`config.mk`:
```
export PLATFORM = sky130hd
export DESIGN_NAME = pswal_divider
export DESIGN_NICKNAME = d
export VERILOG_FILES = /design/src/rtl/pswal_pkg.sv /design/src/rtl/pswal_prescaler.sv /design/src/rtl/pswal_swallow.sv /design/src/rtl/pswal_maincount.sv /design/src/rtl/pswal_divider.sv
export SDC_FILE = /design/constraint.sdc
export NUM_CORES = 1
export LEC_CHECK = 0
export CAP_MARGIN = 30
export CORE_MARGIN = 2
export CORE_UTILIZATION = 40
export DETAILED_ROUTE_END_ITERATION = 16
export SYNTH_ARGS = -nofsm -noshare
export SYNTH_HDL_FRONTEND = slang
export SYNTH_SLANG_ARGS = --single-unit
```
`constraint.sdc`:
```
create_clock -name clk_in -period 3.6 [get_ports clk_in]
set_clock_uncertainty 0.15 [all_clocks]
set_input_delay 0.72 -clock clk_in [delete_from_list [all_inputs] [get_ports clk_in]]
set_output_delay 0.72 -clock clk_in [all_outputs]
set_load 0.01 [all_outputs]
```
`src/rtl/pswal_pkg.sv`:
```
package pswal_pkg;

  typedef enum logic {
    MOD_BASE  = 1'b0,
    MOD_PLUS1 = 1'b1
  } modulus_e;

  // Overall division ratio of a dual-modulus divider with base modulus p.
  function automatic int unsigned ratio_of(input int unsigned a,
                                           input int unsigned b,
                                           input int unsigned p);
    return p * b + a;
  endfunction

  // Range rules: B at least min_b, A below the prescaler modulus and below B.
  function automatic logic setting_ok(input int unsigned a,
                                      input int unsigned b,
                                      input int unsigned p,
                                      input int unsigned min_b);
    return (b >= min_b) && (a < p) && (a < b);
  endfunction

endpackage

```
`src/rtl/pswal_prescaler.sv`:
```
module pswal_prescaler #(
  parameter int PW = 6
) (
  input  logic clk_in,
  input  logic rst_n,
  input  logic restart,
  input  logic plus_one,
  output logic pre_tc
);
  localparam int PMOD = 2 ** PW;
  localparam logic [PW:0] LAST_BASE  = (PW+1)'(PMOD - 1);
  localparam logic [PW:0] LAST_PLUS1 = (PW+1)'(PMOD);

  logic [PW:0] phase_q;
  logic [PW:0] last_phase;

  assign last_phase = plus_one ? LAST_PLUS1 : LAST_BASE;
  assign pre_tc     = (phase_q == last_phase);

  always_ff @(posedge clk_in or negedge rst_n) begin
    if (!rst_n)                 phase_q <= '0;
    else if (restart || pre_tc) phase_q <= '0;
    else                        phase_q <= phase_q + 1'b1;
  end

  // the phase never leaves the range of the current modulus
  a_r2_phase_bound: assert property (@(posedge clk_in) disable iff (!rst_n)
    (phase_q <= LAST_PLUS1) && (plus_one || (phase_q <= LAST_BASE)));

endmodule

```
`src/rtl/pswal_swallow.sv`:
```
module pswal_swallow #(
  parameter int AW = 7
) (
  input  logic          clk_in,
  input  logic          rst_n,
  input  logic          load,
  input  logic [AW-1:0] load_val,
  input  logic          step,
  output logic          swallowing
);
  logic [AW-1:0] a_rem_q;

  assign swallowing = (a_rem_q != '0);

  always_ff @(posedge clk_in or negedge rst_n) begin
    if (!rst_n)                  a_rem_q <= '0;
    else if (load)               a_rem_q <= load_val;
    else if (step && swallowing) a_rem_q <= a_rem_q - 1'b1;
  end

  // between reloads the remaining swallow count never grows
  a_r4_swallow_down: assert property (@(posedge clk_in) disable iff (!rst_n)
    !$past(load) |-> (a_rem_q <= $past(a_rem_q)));

endmodule

```
`src/rtl/pswal_maincount.sv`:
```
module pswal_maincount #(
  parameter int BW = 11
) (
  input  logic          clk_in,
  input  logic          rst_n,
  input  logic          load,
  input  logic [BW-1:0] load_val,
  input  logic          step,
  output logic          period_end
);
  localparam logic [BW-1:0] LAST_CYCLE = BW'(1);

  logic [BW-1:0] b_rem_q;

  assign period_end = step && (b_rem_q == LAST_CYCLE);

  always_ff @(posedge clk_in or negedge rst_n) begin
    if (!rst_n)    b_rem_q <= '0;
    else if (load) b_rem_q <= load_val;
    else if (step) b_rem_q <= b_rem_q - 1'b1;
  end

  // the main count reloads from the value presented at the boundary
  a_r6_reload: assert property (@(posedge clk_in) disable iff (!rst_n)
    load |=> (b_rem_q == $past(load_val)));

endmodule

```
`src/rtl/pswal_divider.sv`:
```
module pswal_divider #(
  parameter int PW    = 6,
  parameter int AW    = 7,
  parameter int BW    = 11,
  parameter int MIN_B = 3
) (
  input  logic          clk_in,
  input  logic          rst_n,
  input  logic [AW-1:0] a_set,
  input  logic [BW-1:0] b_set,
  output logic          pulse_out,
  output logic          mod_sel,
  output logic          cfg_bad
);
  import pswal_pkg::*;

  localparam int PMOD = 2 ** PW;

  logic     start_q;
  logic     boundary;
  logic     pre_tc;
  logic     period_end;
  logic     swallowing;
  logic     setting_legal;
  logic     load_bad;
  logic     pulse_q;
  logic     bad_q;
  modulus_e modulus;

  assign boundary      = start_q || period_end;
  assign setting_legal = setting_ok(int'(a_set), int'(b_set), PMOD, MIN_B);
  assign load_bad      = boundary && !setting_legal;
  assign modulus       = swallowing ? MOD_PLUS1 : MOD_BASE;

  pswal_prescaler #(.PW(PW)) u_presc (
    .clk_in   (clk_in),
    .rst_n    (rst_n),
    .restart  (boundary),
    .plus_one (modulus == MOD_PLUS1),
    .pre_tc   (pre_tc)
  );

  pswal_swallow #(.AW(AW)) u_swallow (
    .clk_in     (clk_in),
    .rst_n      (rst_n),
    .load       (boundary),
    .load_val   (a_set),
    .step       (pre_tc),
    .swallowing (swallowing)
  );

  pswal_maincount #(.BW(BW)) u_main (
    .clk_in     (clk_in),
    .rst_n      (rst_n),
    .load       (boundary),
    .load_val   (b_set),
    .step       (pre_tc),
    .period_end (period_end)
  );

  always_ff @(posedge clk_in or negedge rst_n) begin
    if (!rst_n) begin
      start_q <= 1'b1;
      pulse_q <= 1'b0;
      bad_q   <= 1'b0;
    end else begin
      start_q <= 1'b0;
      pulse_q <= period_end && !bad_q && !load_bad;
      bad_q   <= bad_q || load_bad;
    end
  end

  assign pulse_out = pulse_q;
  assign cfg_bad   = bad_q;
  assign mod_sel   = (modulus == MOD_PLUS1);

  // the flag never clears without a reset
  a_r10_flag_sticky: assert property (@(posedge clk_in) disable iff (!rst_n)
    cfg_bad |=> cfg_bad);

  // no pulse while the flag is set
  a_r10_quiet: assert property (@(posedge clk_in) disable iff (!rst_n)
    cfg_bad |-> !pulse_out);

  // a pulse lasts one cycle
  a_r11_single_cycle: assert property (@(posedge clk_in) disable iff (!rst_n)
    pulse_out |=> !pulse_out);

  // the modulus changes only at a prescaler terminal count or a reload
  a_r4_mod_steady: assert property (@(posedge clk_in) disable iff (!rst_n)
    (!$past(boundary) && !$past(pre_tc)) |-> $stable(mod_sel));

endmodule

```
==> run summary, run 1 <==
Outcome = complete, no violations
Worst flop-to-flop path endpoint = u_swallow.a_rem_q[5]
DRT antenna net count = 0
Area grow syn2layout = 17.5%
Critical Path End Type = flop
Total GRT Usage = 18.4%
Switching power = 191 uW
RSZ-0062 raised after global routing = no
Largest net degree at the start of global routing = 29
Remaining DRCs = 0
Post-synth design cell area = 1780 um2
Die Height = 70.8 um
Slew margin rel. = 59.2%
H-tree depth = 1
Max FO, Critical Path = 13
Detailed-route via count = 1454
Sw Share = 27.6%
Tcrit/Tclk final = 85.1%
Postcts setup bufs = 0
Seq/Total Area, Yosys = 39.4%
FF-to-FF path depth = 5
Crit path required time = 3.62 ns
Final Instance Area = 2090 um2
Vias in the first global route = 1588
Most used DFF post-synth = dfrtp_1
Slew Viols, Final = 0
Worst-case clock buffer depth = 2
Die W = 70.8 um
Die Footprint = 5010 um2
Critical path endpoint = u_swallow.a_rem_q[5]
Final Hold Fails = 0
Worst Path Class, Setup = reg2reg
Post-synth cell types = 49
Cell depth of the worst hold path = 2
HP Class = reg2reg
Critical path startpoint = u_swallow.a_rem_q[2]
Ys async rst share = 100%
Placed cell areas = 2040 um2
Root Buffer = clkbuf_8
Power density over the cells = 330 nW/um2
DR vias/cell = 5.59
Reg-to-Reg Start = u_swallow.a_rem_q[2]
Nature of the critical path startpoint = flop
Port Buffers = 22
Register bit total from synthesis = 28
Clock Latency Late Sink = 0.28 ns
Yosys warns = 0
WP data arrival = 3.09 ns
TritonCTS clock tree = yes
Avg WL per Cell = 16.2 um
Post-DP HPWL = 3.16 mm
Clock group share of total power = 29.5%
Worst slew pin tran = 0.607 ns
Cts bufs inserted = 3
FF-to-FF setup slack = 0.54 ns
Max-Cap Viols = 0
GR Overflow Total = 0
Logic gate share of total power = 17.8%
Antenna violations before repair = 0
Filler cells = 426
Peak VDD IR = 0.000136 V
Post-synth EDFFs = 0
Number of hold buffers added after CTS = 0
Core ar. = 4320 um2
PostCTS Resize Cnt = 0
Fmax = 326 MHz
# nets final = 239
Layout cells sized above 1 = 8.17%
Initial core utilization = 41.2%
Setup TNS = 0 ns
Syn_area_per_cell = 9.53 um2
Iter 0 DRT Violations = 77
Post-layout min period = 3.06 ns
Sink Count = 28
Drt first pass iters = 4
Pint = 499 uW
Site Rows = 24
Drt total wl = 4.20 mm
N_diodes = 0
Worst-path clk slew = 0.10 ns
Syn Inst Count = 187
Leakage = 0.000928 uW
I/O Pins = 23
Final setup vio count = 0
Gpl congestion = 0.876
Reg power frac = 52.7%
First-pass GRT wire length = 7.42 mm
Post-Syn Nets = 217
-- how the worst min path moves through the flow --
stage	from	endpoint	slack, ns
floorplan	rst_n	cfg_bad	0.27
global placement	u_presc.phase_q[0]	u_presc.phase_q[0]	0.38
detailed placement	cfg_bad	cfg_bad	0.39
CTS	cfg_bad	cfg_bad	0.41
global route	u_swallow.a_rem_q[6]	u_swallow.a_rem_q[6]	0.44
finish	cfg_bad	cfg_bad	0.42
-- worst max-delay path: stages, from the launching register on --
cell and delay, ns:
dfrtp_1 0.43, or4_4 0.58, o211a_1 0.39, or2_1 0.44, a21oi_2 0.56, mux2_2 0.40
-- per-layer routing --
layer	share of wire [%]	GRT usage (%)	vias to the layer above
met5	0	0	-
met4	0.74	4.61	0
met3	2.9	2.56	4
met2	50	30.8	31
met1	46	25.3	701
li1	-	-	718
-- Yosys cell counts (2+ instances only) --
cell type / n / area share, %
a21o_1: 3 / 1.3
a21oi_1: 6 / 1.7
a221o_1: 3 / 1.7
a221oi_1: 2 / 0.98
and3_1: 3 / 1.1
buf_2: 2 / 0.56
buf_6: 2 / 1.3
clkbuf_1: 3 / 0.63
dfrtp_1: 27 / 38
ha_1: 10 / 7.0
inv_1: 16 / 3.4
mux2_2: 6 / 3.8
mux2i_1: 5 / 2.8
nand2_1: 6 / 1.3
nand2b_1: 3 / 1.1
nand3_1: 8 / 2.2
nand3b_1: 3 / 1.3
nor2_1: 22 / 4.6
nor2b_1: 2 / 0.70
nor3_1: 7 / 2.0
nor4_1: 4 / 1.4
nor4b_1: 2 / 0.98
o2111ai_1: 3 / 1.5
o211ai_1: 2 / 0.84
o21ai_0: 2 / 0.56
o22ai_1: 2 / 0.70
o2bb2ai_1: 2 / 0.98
or3_1: 2 / 0.70
xnor2_1: 6 / 2.9
xor2_1: 4 / 2.0
-- flip-flops by register name, summed over array words and instances, names as in the netlist --
signal / flops
u_main.b_rem_q: 11
u_swallow.a_rem_q: 7
start_q: 1
u_presc.phase_q: 7
cfg_bad: 1
pulse_out: 1
-- stage by stage --
| stage | instances | utilization (%) | hold WS [ns] | total power [uW] | setup slack, ns |
|---|---|---|---|---|---|
| after global placement | 256 | 47.2 | 0.384 | 486 | 0.662 |
| after CTS | 260 | 48.4 | 0.414 | 693 | 0.556 |
| after detailed placement | 256 | 47.2 | 0.392 | 492 | 0.574 |
| after global routing | 260 | 48.4 | 0.435 | 727 | 0.355 |
| after floorplan | 187 | - | 0.274 | 437 | 1.14 |
| final | 260 | 48.4 | 0.417 | 690 | 0.537 |
-- power by group through the flow --
stage,combinational (uW),clock (uW),sequential [uW]
after CTS,124,207,363
after floorplan,77.2,0,360
after global routing,139,221,368
after global placement,119,0,368
after detailed placement,123,0,369
final,123,204,363
-- cell type report --
| cell class | count | area [um2] | area share, % |
|---|---|---|---|
| Clock buffer | 4 | 55.1 | 2.63 |
| Inverter | 16 | 60.1 | 2.87 |
| Multi-Input combinational cell | 136 | 977 | 46.7 |
| Sequential cell | 28 | 702 | 33.5 |
| Tap cell | 52 | 65.1 | 3.11 |
| Timing Repair Buffer | 24 | 235 | 11.2 |
-- logic make-up (layout without fill, tap and decap cells) --
family / count (synthesis) / in the layout / share of synthesized area, %
adder cells (fa/ha/maj): 10 / 10 / 7.02
flip-flops: 28 / 28 / 39.4
AO/OA/AOI/OAI: 36 / 36 / 15.5
AND/OR/NAND/NOR: 68 / 68 / 20.6
multiplexers: 11 / 11 / 6.60
XOR/XNOR: 10 / 10 / 4.91
buffers and inverters: 23 / 44 / 5.82
other: 1 / 1 / 0.210
-- layout by cell type, fill, tap and decap left out, drive strengths merged, types with 2 or more instances in the layout --
| cell type | netlist | final |
|---|---|---|
| nor2 | 22 | 22 |
| o2bb2ai | 2 | 2 |
| or3 | 2 | 2 |
| o2111ai | 3 | 3 |
| nor2b | 2 | 2 |
| mux2i | 5 | 5 |
| or4 | 2 | 2 |
| xnor2 | 6 | 6 |
| clkbuf | 3 | 4 |
| a221o | 3 | 3 |
| a221oi | 2 | 2 |
| nor4 | 5 | 5 |
| nand3b | 3 | 3 |
| a21oi | 7 | 7 |
| dfrtp | 27 | 27 |
| nor3 | 7 | 7 |
| o211ai | 2 | 2 |
| nand2b | 3 | 3 |
| nor4b | 2 | 2 |
| ha | 10 | 10 |
| mux2 | 6 | 6 |
| nand2 | 6 | 6 |
| buf | 4 | 2 |
| nand3 | 8 | 8 |
| a21o | 3 | 3 |
| or2 | 2 | 2 |
| o21ai | 2 | 2 |
| o22ai | 2 | 2 |
| and3 | 3 | 3 |
| xor2 | 4 | 4 |
| inv | 16 | 16 |
| clkdlybuf4s50 | 0 | 22 |
Power figures use the tool's default switching activity.
==> run 2: changes to the inputs <==
ABC_AREA = 1   (was not set)
SKIP_LAST_GASP = 1   (was not set)
==> run 2 against run 1 <==
Against the previous run: via count rose by 23%; critical path type is now reg2out; final cell count rose by 47%; synthesized cell count rose by 57%; die area rose by 14%; largest power group unchanged; first-iteration DRC count rose by 31%.
==> run summary, run 2 <==
Outcome = complete, no violations
Clock Latency Late Sink = 0.28 ns
Cell depth of the worst hold path = 1
Final setup vio count = 0
Yosys warns = 0
H-tree depth = 1
Layout cells sized above 1 = 9.58%
GR Overflow Total = 0
Crit path top cell by count = nand2_2
Power density over the cells = 316 nW/um2
WP data arrival = 1.78 ns
Core ar. = 5040 um2
Post-synth design cell area = 2050 um2
Post-synth cell types = 30
Top cell type by total area after synthesis = dfrtp_1
PostCTS Resize Cnt = 0
Filler cells = 532
Hold_sp = u_presc.phase_q[0]
Postcts setup bufs = 0
Setup TNS = 0 ns
Post-DP HPWL = 3.28 mm
# nets final = 344
Worst Path Class, Setup = reg2out
Number of hold buffers added after CTS = 0
Cts bufs inserted = 3
Total GRT Usage = 18.0%
Yosys top cell area share = 32.9%
Pint = 503 uW
Storage element area = 702 um2
Tcrit/Tclk final = 73.6%
Die Height = 75.6 um
Synth cell count leaders = nand2_1, nand3_1, inv_1
TritonCTS clock tree = yes
Switching power = 237 uW
Tot Pwr = 740 uW
Syn Inst Count = 293
Nature of the critical path startpoint = flop
Die Footprint = 5720 um2
Register bit total from synthesis = 28
Slew margin rel. = 64.5%
Most common cell in the synthesized netlist = nand2_1
N_diodes = 0
Iter 0 DRT Violations = 101
FF-to-FF path depth = 13
Worst-case clock buffer depth = 2
Most used DFF post-synth = dfrtp_1
Max reg flops = 11
FF-to-FF setup slack = 1.31 ns
Crit path cell chain = inv_1 > ha_1 > nand2_2 > nor2_2 > nand2_2 > clkdlybuf4s50_1
Drt first pass iters = 4
Reg power frac = 50.0%
Root Buffer = clkbuf_8
Final Hold Fails = 0
First-pass GRT wire length = 7.83 mm
Cells after DPL = 379
Vias in the first global route = 1748
Die W = 75.6 um
Post-layout min period = 2.65 ns
Logic gate share of total power = 25.5%
Ys async rst share = 100%
Most frequent cells in the layout = nand2_1, nand3_1, inv_1
Finished Layout Cells = 383
Port Buffers = 22
Hold EP = u_presc.phase_q[0]
DRT antenna net count = 0
Reg-to-Reg Start = u_swallow.a_rem_q[0]
Peak VDD IR = 0.000143 V
Largest net degree at the start of global routing = 29
Fmax = 377 MHz
Worst-path clk slew = 0.10 ns
Post-synth EDFFs = 0
Post-Syn Nets = 323
Slowest cell on the critical path = clkdlybuf4s50_1
DR vias/cell = 4.68
Avg WL per Cell = 11.3 um
Most common cell after layout, fill and taps aside = nand2_1
Site Rows = 26
Sw Share = 32.1%
Crit path required time = 2.73 ns
Area grow syn2layout = 13.9%
HP Class = reg2reg
Worst path max stage delay = 0.48 ns
Top reg by flops = u_main.b_rem_q
Max-Cap Viols = 0
Detailed-route via count = 1794
Remaining DRCs = 0
Syn_area_per_cell = 7.00 um2
Worst flop-to-flop path endpoint = u_swallow.a_rem_q[6]
Slew Viols, Final = 0
Top Registers = u_main.b_rem_q x11, u_presc.phase_q x7, u_swallow.a_rem_q x7
Drt total wl = 4.33 mm
Gpl congestion = 0.869
Clock group share of total power = 24.6%
RSZ-0062 raised after global routing = no
Sink Count = 28
Seq/Total Area, Yosys = 34.2%
Leakage = 0.00121 uW
I/O Pins = 23
Area of the multi-input gates = 1100 um2
Antenna violations before repair = 0
Area contributors post-synth = dfrtp_1, nand2_1, nand3_1
Initial core utilization = 40.7%
Critical Path End Type = output port
Max FO, Critical Path = 5
Worst slew pin tran = 0.529 ns
[run 2: final cells by class]
type	instances	area share, %
repair buffers	23	9.74
well taps	70	3.75
inverters	45	7.33
multi-input cells	213	47.2
flip-flops and latches	28	30.0
clock buffers	4	1.93
[run 2: power groups by stage]
stage | registers (uW) | clock network (uW) | logic (uW)
after floorplan | 370 | 0 | 139
after global placement | 375 | 0 | 188
after detailed placement | 375 | 0 | 190
after CTS | 370 | 190 | 191
after global routing | 374 | 198 | 222
final | 370 | 182 | 188
[run 2: worst max path at each step]
| stage | from | endpoint | cells after the start |
|---|---|---|---|
| 6_report | u_swallow.a_rem_q[0] | mod_sel | 6 |
| 5_1_grt | u_swallow.a_rem_q[0] | mod_sel | 6 |
| 4_1_cts | u_swallow.a_rem_q[0] | mod_sel | 6 |
| 3_5_place_dp | a_set[6] | pulse_out | 10 |
| 3_3_place_gp | b_set[6] | pulse_out | 11 |
| 2_1_floorplan | b_set[6] | pulse_out | 10 |
[run 2: metal layers]
layer / vias to the layer above / wire, um / GRT usage, %
li1: 952 / - / -
met1: 809 / 2080 / 24.1
met2: 26 / 2070 / 30.3
met3: 7 / 107 / 1.98
met4: 0 / 78 / 5.65
met5: - / 0 / 0
[run 2: kinds of logic (layout without fill, tap and decap cells)]
group	Yosys count	count (layout)	synth area share, %
compound gates	16	16	4.21
xor+xnor	11	11	4.70
fa+ha+maj	10	10	6.10
buf+inv	52	72	12.0
flops	28	28	34.2
other cells	1	1	0.183
simple gates	175	175	38.6
[run 2: through the flow]
stage	hold slack [ns]	cell area [um2]	utilization, %	worst slack [ns]
after floorplan	0.274	2050	-	1.75
after global placement	0.317	2290	45.5	1.22
after detailed placement	0.325	2290	45.5	1.17
after CTS	0.342	2340	46.4	0.925
after global routing	0.377	2340	46.4	0.846
final	0.345	2340	46.4	0.949
[run 2: worst max-delay path, delay by kind of cell, from the launching register on]
family	cells	cell delay, ns
adder cells (fa/ha/maj)	1	0.26
flip-flops	1	0.37
AND/OR/NAND/NOR	3	0.25
buffers and inverters	2	0.62
==> run 3: changes to the inputs <==
clock period = 2.42 ns   (was 3.6 ns; I/O delays follow)
==> run 3 against run 2 <==
Against the previous run: core utilization up 1.1 points; final cell count up 0.78%; clock power grew 110%; clock-buffer cell count fell by 1; register-to-register slack got worse by 0.85 ns; wire length decreased by 1.7%; die area unchanged.
==> run summary, run 3 (synthesis results as in run 2) <==
Cts bufs inserted = 3
Max FO, Critical Path = 5
Antenna violations before repair = 0
Largest net degree at the start of global routing = 29
FF-to-FF path depth = 11
Filler cells = 516
Die Height = 75.6 um
Layout cells sized above 1 = 11.4%
HP Class = reg2reg
Outcome = complete, no violations
WP data arrival = 1.41 ns
Slew Viols, Final = 0
Post-DP HPWL = 3.25 mm
Worst Path Class, Setup = reg2out
Tcrit/Tclk final = 84.4%
Top Registers = u_main.b_rem_q x11, u_presc.phase_q x7, u_swallow.a_rem_q x7
# nets final = 347
Number of hold buffers added after CTS = 0
Crit path top cell by count = nand2_2
Iter 0 DRT Violations = 63
Slowest cell on the critical path = dfrtp_1
Post-layout min period = 2.04 ns
Drt total wl = 4.26 mm
Clock Latency Late Sink = 0.28 ns
TritonCTS clock tree = yes
Sink Count = 28
Avg WL per Cell = 11.0 um
Detailed-route via count = 1771
RSZ-0062 raised after global routing = no
Crit path cell chain = inv_2 > ha_2 > nand2_2 > nor2_2 > nand2_2 > dlymetal6s2s_1
H-tree depth = 1
DRT antenna net count = 0
Worst-path clk slew = 0.10 ns
Initial core utilization = 40.7%
Tot Pwr = 1210 uW
Area grow syn2layout = 16.5%
Core ar. = 5040 um2
Leakage = 0.00123 uW
GR Overflow Total = 0
Gpl congestion = 0.853
Setup TNS = 0 ns
N_diodes = 0
Cell depth of the worst hold path = 1
Vias in the first global route = 1696
I/O Pins = 23
Crit path required time = 1.79 ns
Peak VDD IR = 0.000297 V
Die Footprint = 5720 um2
Pre-CTS setup slack = 0.244 ns
Critical Path End Type = output port
Max-Cap Viols = 0
Fmax = 490 MHz
Most frequent cells in the layout = nand2_1, nand3_1, inv_1
Final setup vio count = 0
Nature of the critical path startpoint = flop
Site Rows = 26
Final Hold Fails = 0
Worst path max stage delay = 0.39 ns
Port Buffers = 22
Fin util = 47.4%
Power density over the cells = 506 nW/um2
Die W = 75.6 um
First-pass GRT wire length = 7.55 mm
Fin worst setup slack = 0.377 ns
DR vias/cell = 4.59
Max reg flops = 11
Total GRT Usage = 17.3%
Remaining DRCs = 0
Drt first pass iters = 4
Most common cell after layout, fill and taps aside = nand2_1
Root Buffer = clkbuf_8
Worst-case clock buffer depth = 2
Top reg by flops = u_main.b_rem_q
## run 3: cell types whose count changed in the layout (fill, tap and decap cells not counted)
cell / change
clkdlybuf4s50_1: -1
bufinv_16: +1
ha_2: +1
dlymetal6s2s_1: +1
inv_1: -1
clkbuf_1: -1
buf_4: +3
ha_1: -1
inv_2: +1
## run 3: stage by stage
step                      hold slack (ns)  cell area, um2  cells
after global routing                0.374            2390    386
after CTS                           0.338            2390    386
after detailed placement            0.321            2310    382
after global placement              0.320            2310    382
final                               0.333            2390    386
after floorplan                    0.0384            2050    293
## run 3: path summary, 6_finish.rpt
check | start | endpoint | slack [ns]
worst min-delay path | u_presc.phase_q[0] | u_presc.phase_q[0] | 0.33
max in group asynchronous | rst_n | start_q | 1.38
worst max register to register | u_swallow.a_rem_q[0] | u_swallow.a_rem_q[6] | 0.46
worst min register to register | u_presc.phase_q[0] | u_presc.phase_q[0] | 0.33
worst max-delay path | u_swallow.a_rem_q[0] | mod_sel | 0.38
min in group asynchronous | rst_n | cfg_bad | 0.42
## run 3: metal layers
metal / GRT usage (%) / share of wire (%) / vias up
met5: 0 / 0 / -
met4: 3.51 / 0.68 / 0
met3: 2.78 / 3.1 / 2
met2: 29.5 / 48 / 32
met1: 23.2 / 48 / 777
li1: - / - / 960
## run 3: cell type report
type                            instances  area, um2  share of cell area (%)
Sequential cell                        28        702                    29.4
Multi-Input combinational cell        213       1110                    46.3
Timing Repair Buffer                   26        253                    10.6
Clock inverter                          1       30.0                    1.26
Tap cell                               70       87.6                    3.66
Inverter                               45        171                    7.17
Clock buffer                            3       41.3                    1.73
## run 3: what timing repair did
action	in CTS	in global routing
gates resized for setup	2	1
endpoints found under the setup margin	1	1
buffers inserted	0	0
hold endpoints to repair	0	0
pin swaps	0	0
## run 3: critical path: cells and delay by family, from the launching register on
family	cells	cell delay [ns]
adders and majority gates	1	0.23
buffers and inverters	2	0.27
DFF	1	0.39
and+or+nand+nor	3	0.24
## run 3: report_power, final
| part | internal [uW] | leakage (uW) | switching (uW) |
|---|---|---|---|
| clock network | 222 | 0.0000357 | 156 |
| registers | 509 | 0.000343 | 41.4 |
| logic | 121 | 0.000851 | 160 |
| total | 852 | 0.00123 | 357 |
